===== src/rtl/supmon_pkg.sv =====
package supmon_pkg;
  localparam int CTRL_ADDR = 0;
  localparam int SRC_ADDR  = 1;
  localparam int EN_BIT    = 7;
  localparam int STAT_BIT  = 6;
  localparam int SEL_BIT   = 1;
  localparam int PORF_BIT  = 0;
  localparam int NTRIG     = 2;
  localparam int TRIG_LOW  = 0;
  localparam int TRIG_PREM = 1;
endpackage


===== src/rtl/supmon_regs.sv =====
module supmon_regs
  import supmon_pkg::*;
#(
  parameter int ADDR_W = 2
) (
  input  logic              clk,
  input  logic              por_n,
  input  logic              other_rst,
  input  logic              supply_ok,
  input  logic [ADDR_W-1:0] addr,
  input  logic              wr_en,
  input  logic [7:0]        wr_data,
  input  logic              settled,
  input  logic              trig_low,
  output logic              prem,
  output logic              en_q,
  output logic              sel_q,
  output logic [7:0]        rd_data
);
  logic wr_ctrl, wr_src, porf_q;

  assign wr_ctrl = wr_en && (addr == ADDR_W'(CTRL_ADDR));
  assign wr_src  = wr_en && (addr == ADDR_W'(SRC_ADDR));
  // arming the monitor before it is on and settled is a fault
  assign prem    = wr_src && wr_data[SEL_BIT] && !(en_q && settled);

  always_ff @(posedge clk or negedge por_n) begin
    if (!por_n) begin
      en_q   <= 1'b1;
      sel_q  <= 1'b0;
      porf_q <= 1'b1;
    end else begin
      if (wr_ctrl) en_q <= wr_data[EN_BIT];
      if (other_rst) begin
        sel_q  <= 1'b0;
        porf_q <= 1'b0;
      end else if (trig_low || prem) begin
        sel_q <= 1'b0;
      end else if (wr_src) begin
        sel_q <= wr_data[SEL_BIT];
      end
    end
  end

  always_comb begin
    rd_data = 8'h00;
    if (addr == ADDR_W'(CTRL_ADDR)) begin
      rd_data[EN_BIT]   = en_q;
      rd_data[STAT_BIT] = en_q && supply_ok;
    end else if (addr == ADDR_W'(SRC_ADDR)) begin
      rd_data[SEL_BIT]  = sel_q;
      rd_data[PORF_BIT] = porf_q;
    end
  end
endmodule


===== src/rtl/supmon_settle.sv =====
module supmon_settle #(
  parameter int SETTLE_CYC = 100
) (
  input  logic clk,
  input  logic por_n,
  input  logic en,
  output logic settled
);
  localparam int CW = $clog2(SETTLE_CYC + 1);
  localparam logic [CW-1:0] LAST = CW'(SETTLE_CYC - 1);

  logic [CW-1:0] cnt_q;

  always_ff @(posedge clk or negedge por_n) begin
    if (!por_n) begin
      cnt_q   <= '0;
      settled <= 1'b0;
    end else if (!en) begin
      cnt_q   <= '0;
      settled <= 1'b0;
    end else if (!settled) begin
      if (cnt_q == LAST) settled <= 1'b1;
      else               cnt_q   <= cnt_q + 1'b1;
    end
  end
endmodule


===== src/rtl/supmon_pulse.sv =====
module supmon_pulse
  import supmon_pkg::*;
#(
  parameter int MIN_PULSE = 16
) (
  input  logic             clk,
  input  logic             por_n,
  input  logic [NTRIG-1:0] trig,
  input  logic             supply_ok,
  output logic             hold_q,
  output logic             rst_q
);
  localparam int PW = $clog2(MIN_PULSE + 1);
  localparam logic [PW-1:0] RELOAD = PW'(MIN_PULSE - 1);

  logic [NTRIG-1:0] trig_any;
  logic             reload;
  logic [PW-1:0]    cnt_q;

  genvar g;
  generate
    for (g = 0; g < NTRIG; g++) begin : g_or
      if (g == 0) begin : g_first
        assign trig_any[g] = trig[g];
      end else begin : g_rest
        assign trig_any[g] = trig_any[g-1] | trig[g];
      end
    end
  endgenerate

  assign reload = trig_any[NTRIG-1] || (hold_q && !supply_ok);

  always_ff @(posedge clk or negedge por_n) begin
    if (!por_n) begin
      hold_q <= 1'b0;
      cnt_q  <= '0;
      rst_q  <= 1'b0;
    end else begin
      if (trig[TRIG_LOW])  hold_q <= 1'b1;
      else if (supply_ok)  hold_q <= 1'b0;
      if (reload) begin
        cnt_q <= RELOAD;
        rst_q <= 1'b1;
      end else if (cnt_q != '0) begin
        cnt_q <= cnt_q - 1'b1;
      end else begin
        rst_q <= 1'b0;
      end
    end
  end
endmodule


===== src/rtl/supmon_rst_ctrl.sv =====
module supmon_rst_ctrl
  import supmon_pkg::*;
#(
  parameter int ADDR_W     = 2,
  parameter int SETTLE_CYC = 100,
  parameter int MIN_PULSE  = 16
) (
  input  logic              clk,
  input  logic              por_n,
  input  logic              other_rst,
  input  logic              supply_ok,
  input  logic [ADDR_W-1:0] addr,
  input  logic              wr_en,
  input  logic [7:0]        wr_data,
  output logic [7:0]        rd_data,
  output logic              sys_rst_req
);
  logic en_q, sel_q, settled_q, hold_q, prem, trig_low;
  logic [NTRIG-1:0] trig;

  assign trig_low        = en_q && sel_q && !supply_ok;
  assign trig[TRIG_LOW]  = trig_low;
  assign trig[TRIG_PREM] = prem;

  supmon_regs #(.ADDR_W(ADDR_W)) u_regs (
    .clk(clk), .por_n(por_n), .other_rst(other_rst), .supply_ok(supply_ok),
    .addr(addr), .wr_en(wr_en), .wr_data(wr_data), .settled(settled_q),
    .trig_low(trig_low), .prem(prem), .en_q(en_q), .sel_q(sel_q),
    .rd_data(rd_data)
  );

  supmon_settle #(.SETTLE_CYC(SETTLE_CYC)) u_settle (
    .clk(clk), .por_n(por_n), .en(en_q), .settled(settled_q)
  );

  supmon_pulse #(.MIN_PULSE(MIN_PULSE)) u_pulse (
    .clk(clk), .por_n(por_n), .trig(trig), .supply_ok(supply_ok),
    .hold_q(hold_q), .rst_q(sys_rst_req)
  );
endmodule


===== config.mk =====
export PLATFORM = sky130hd
export DESIGN_NAME = supmon_rst_ctrl
export DESIGN_NICKNAME = d
export VERILOG_FILES = /design/src/rtl/supmon_pkg.sv /design/src/rtl/supmon_regs.sv /design/src/rtl/supmon_settle.sv /design/src/rtl/supmon_pulse.sv /design/src/rtl/supmon_rst_ctrl.sv
export SDC_FILE = /design/constraint.sdc
export NUM_CORES = 1
export LEC_CHECK = 0
export BUFFER_PORTS_ARGS = -buffer_cell sky130_fd_sc_hd__buf_2
export CAP_MARGIN = 20
export CORE_MARGIN = 4
export CORE_UTILIZATION = 46
export CTS_CLUSTER_DIAMETER = 150
export DETAILED_ROUTE_END_ITERATION = 7
export PLACE_DENSITY = 0.73
export RECOVER_POWER = 100
export SLEW_MARGIN = 20
export SYNTH_ARGS = -nofsm -noshare
export SYNTH_HDL_FRONTEND = slang
export SYNTH_SLANG_ARGS = --single-unit

===== constraint.sdc =====
create_clock -name clk -period 1.58 [get_ports clk]
set_input_delay 0.158 -clock clk [delete_from_list [all_inputs] [get_ports clk]]
set_output_delay 0.158 -clock clk [all_outputs]
set_load 0.01 [all_outputs]

[Word-level counts from Yosys, hierarchy flattened]
Cells that the tools add are included.
Word-level totals
  register bits: 18
  logic and storage cells: 53
Operators by class
  add/subtract/negate cells: 2
  equal/unequal tests: 5
  muxes and demuxes: 18
  bitwise operators: 1
  reductions and logical operators: 19
Operators by type and width (number)
  2-to-1 mux 7 bit: 3
  2-to-1 mux 1 bit: 10
  2-to-1 mux 5 bit: 2
  logical AND 1 bit: 9
  adder 7 x 1 -> 7 bit (second input constant): 1
  == test 7 bit (second input constant): 1
  2-to-1 mux 2 bit: 3
  nonzero test 5 bit: 1
  subtractor 5 x 1 -> 5 bit (second input constant): 1
  inequality test 2 bit (second input constant): 2
  nonzero test 2 bit: 2
  nonzero test 3 bit: 1
  == test 2 x 1 -> 1 bit (second input constant): 1
  logical NOT 1 bit: 2
  logical NOT 2 bit: 1
  logical OR 1 bit: 2
  inequality test 2 x 1 -> 1 bit (second input constant): 1
  AND reduction 2 bit: 1
  OR 1 bit: 1

[Longest topological paths before layout]
  depth in word-level cells: 7
  gate-level depth with buffers: 5
  depth with buffers taken out: 5

[Hierarchy]
Synthesis repeated with hierarchy kept, for this count alone.
Second synthesis, totals
  cell total of the unflattened synthesis: 99
  area, all modules: 1032.2 µm²
Modules (own cells, without submodules)
  supmon_settle: times used 1, cells each 44, area each 461.7 µm²
  supmon_pulse: times used 1, cells each 30, area each 342.8 µm²
  supmon_regs: times used 1, cells each 24, area each 219.0 µm²
  supmon_rst_ctrl: times used 1, cells each 1, area each 8.8 µm²

[Worst setup path after synthesis]
No wires, ideal clock.
  kind: reg2reg
  from: reg u_settle.cnt_q[0]
  to: reg u_settle.cnt_q[1]
  library setup time: 0.139 ns
  data arrival time: 1.448 ns
  data required time: 1.441 ns
  path slack: -0.007 ns
  stages on the path, launching flop included: 5
  path buffers: 0
  clock period less this slack: 1.587 ns
  cells stage by stage: dfrtp_1 -> ha_1 -> nor2b_4 -> and4_1 -> or4_1
Between the ends
  cells in the longest elaborated chain, start to end: 4
  elaborated cells between the ends (all ways): 7
  those cells by class: add/sub: 1; eq/ne: 2; mux: 3; reduce/logical: 1
RTL lines
  start, declared: line supmon_settle.sv:12  | logic [CW-1:0] cnt_q;
  start signal, assigned: line supmon_settle.sv:23  | else cnt_q <= cnt_q + 1'b1;
  adder 7 x 1 -> 7 bit: line supmon_settle.sv:23
  2-to-1 mux 7 bit: line supmon_settle.sv:22  | if (cnt_q == LAST) settled <= 1'b1;
  2-to-1 mux 7 bit: line supmon_settle.sv:21  | end else if (!settled) begin
  2-to-1 mux 7 bit: line supmon_settle.sv:18  | end else if (!en) begin
Several ways; a longest one is shown, not always the timed one. The select of a mux whose other input is x is not followed.
A chain may end at the register's enable or synchronous reset.

[Final worst setup path]
  from: reg u_settle.cnt_q[3]
  to: reg u_settle.cnt_q[1]
Between the ends
  cells in the longest elaborated chain, start to end: 3
RTL lines (line)
  == test 7 bit: supmon_settle.sv:22
  inequality test 2 bit (no line)
  AND reduction 2 bit (no line)
No other way between the ends.

==> results.yml <==
cts:
  ctsHtreeMaxLevel: 1
  clockBufferDepth: 2
  clock_latency_ns: 0.29
  cts_tree: "done"
  cts_buffers: 3
  clkTransAtPathRegs_ns: 0.10
  cts_sinks: 18
  cts-root-buf: "clkbuf_4"
logic_synthesis:
  yosysTopAreaCell: "dfrtp_1"
  synthArstFlopShare: 1.00
  synth_top_family_by_area: "simple AND/OR/NAND/NOR gates"
  synth_cell_types: 35
  synth.area.mux_share: 0.0227
  ys.flop_type: "dfrtp_1"
  seq_area_frac_synth: 0.456
  syn_avg_cell_area_um2: 10.1
  netlist_instances: 98
  yosys.area.top_type_share: 0.403
  synth-edff-count: 0
  synth_compound_area_frac: 0.0919
  synthesis.area_um2: 993
  synth_xor_area_frac: 0.0264
  yosysWarningCount: 0
  yosys.area_share.adder: 0.0252
  ys_ff_latch: 18
  synth_simple_gate_area_frac: 0.325
  synth_area_leaders: "dfrtp_1, dfstp_2, and2_1, nand2b_1, buf_4"
detailed_routing:
  vias_per_cell: 5.40
  first_iter_violations: 10
  route.antenna.remaining_nets: 0
  wl_mm: 1.88
  dr.pass1.iters: 4
  wl_per_cell_um: 12.6
  drc_errors: 0
  num_vias: 804
power_and_ir_drop:
  p_leak_nw: 0.538
  p_comb_frac: 0.360
  p_per_area_mw_per_mm2: 1280
  p_sw_frac: 0.334
  p_seq_frac: 0.451
  peakVddDrop_uv: 908
  internal-power_mw: 0.993
  switching_power_mw: 0.497
  clkPwrFrac: 0.188
layout:
  instances_no_fill: 149
  n_fill_cell: 187
  multiInputGateArea_um2: 499
  nNetsFinal: 140
  seq_area_um2: 453
  utilization: 0.582
  drive_gt1_frac: 0.205
  area_growth_pct: 17.3
  mostFrequentLayoutCells: "dfrtp_1, buf_2, nand2_1"
  antenna_cells: 0
  final_common_cell: "dfrtp_1"
critical_path:
  worst-path-buf-inv: 0
  crit_type: "flip-flop to flip-flop"
  cp_slowest_cell: "or4_1"
  cp-start-kind: "flip-flop"
  crit_path_end_kind: "flip-flop"
  arrival_ns: 1.67
  worst-path-max-fanout: 6
  crit_chain: "and4bb_1 -> nor3b_1 -> or4_1"
  path_delay_family: "simple AND/OR/NAND/NOR gates"
  crit_path_max_incr_delay_ns: 0.47
  required_ns: 1.75
run_status:
  status: "finished, final reports clean"
die:
  dieArea_mm2: 0.00297
  die_w_um: 54.5
  row_count: 16
  die_height_um: 54.5
  core_mm2: 0.00200
  initial_core_util: 0.496
  ios: 24
global_route:
  antenna_found_initial: 0
  grt_pass1_wl_mm: 3.16
  grt.overflow.total: 0
  grt_max_degree: 19
  grtUsageTotal: 0.148
  grt_pass1_vias: 767
run:
  cap_violations: 0
timing:
  fin_crit_ns: 1.50
  finalCritPeriodShare: 0.950
  setup_viol: 0
  finClkSkew_ns: 0.00197
  fin_ws_ns: 0.0797
  slew_headroom: 0.376
  tns_ns: 0
  fmax_ghz: 0.667
  tightest_slew_ns: 0.937
  grt_setup_unrepaired: "false"
  hold_viol_final: 0
  drv_slew: 0
worst_hold_path:
  hp-class: "input port to flip-flop"
place:
  io_buffers: 13
  dpl.cell_count: 143
  post-dp-hpwl_mm: 1.40
  post-place-ws_ns: 0.0311
  place_congestion: 0.771
==> worst register-to-register path, cell delays in order (launching register included) <==
cell	delay, ns
dfrtp_1	0.44
and4bb_1	0.40
nor3b_1	0.08
or4_1	0.47
==> logic make-up (layout without fill, tap and decap cells) <==
| group | Yosys count | in the layout |
|---|---|---|
| flops | 18 | 18 |
| buf+inv | 9 | 30 |
| mux | 2 | 2 |
| other cells | 1 | 4 |
| fa+ha+maj | 2 | 2 |
| simple gates | 50 | 50 |
| compound gates | 13 | 13 |
| xor+xnor | 3 | 3 |
==> metrics by stage <==
step	area, um^2	hold WS (ns)	power (mW)
floorplan	1010	-0.138	1.04
global route	1160	0.0294	1.60
CTS	1180	0.0427	1.52
finish	1160	0.0532	1.49
detailed placement	1120	0.108	1.23
global placement	1120	0.108	1.18
==> cell usage after synthesis, types with 3 or more instances <==
cell      instances
buf_4             4
or4_1             3
nand2_1           8
nor2b_1           3
nand4b_1          3
nand2b_1          5
and3_1            3
xnor2_1           3
inv_1             4
or3_1             3
a21boi_1          3
a21oi_1           3
dfrtp_1          16
nand3_1           3
nor2_1            3
and2_1            6
==> layout make-up <==
class / count / area share
Multi-Input combinational cell: 74 / 0.429
Sequential cell: 18 / 0.389
Timing Repair Buffer: 22 / 0.110
Clock buffer: 4 / 0.0311
Tap cell: 27 / 0.0290
Inverter: 4 / 0.0129
==> power groups by stage <==
stage / clock network (mW) / registers [mW] / logic (mW)
final: 0.281 / 0.672 / 0.537
after global routing: 0.318 / 0.687 / 0.598
after CTS: 0.295 / 0.672 / 0.552
after detailed placement: 0 / 0.681 / 0.545
after global placement: 0 / 0.671 / 0.514
after floorplan: 0 / 0.680 / 0.359
==> registers in the layout (all words and copies together), names as in the netlist <==
register          cells
u_pulse.hold_q        1
u_settle.settled      1
u_pulse.rst_q         1
u_settle.cnt_q        7
u_regs.porf_q         1
u_regs.en_q           1
u_regs.sel_q          1
u_pulse.cnt_q         5
==> timing repair <==
item                                    CTS  global route
hold buffers                              2             0
endpoints found under the hold margin    17             0
resized for setup                         0             0
endpoints found under the setup margin    0             1
buffers inserted                          0             0
==> layer usage <==
layer  global-route usage  wire [um]  vias to the layer above
met5                    0          0                        -
met4               0.0747         12                        0
met3               0.0245         72                        2
met2                0.241        891                       17
met1                0.188        906                      391
li1                     -          -                      394
==> path summary, 6_finish.rpt <==
check	from	endpoint	slack, ns	cells after the start
max in group asynchronous	por_n	u_pulse.rst_q$_DFFE_PN0P_	0.49	2
min reg2reg	u_regs.porf_q$_DFFE_PN1P_	u_regs.porf_q$_DFFE_PN1P_	0.48	1
min in group asynchronous	por_n	u_settle.cnt_q[0]$_DFFE_PN0P_	0.52	2
max reg2reg	u_settle.cnt_q[3]$_DFFE_PN0P_	u_settle.cnt_q[1]$_DFFE_PN0P_	0.08	3
max	u_settle.cnt_q[3]$_DFFE_PN0P_	u_settle.cnt_q[1]$_DFFE_PN0P_	0.08	3
min	supply_ok	u_pulse.hold_q$_DFFE_PN0P_	0.05	2
(Power assumes the default switching activity.)
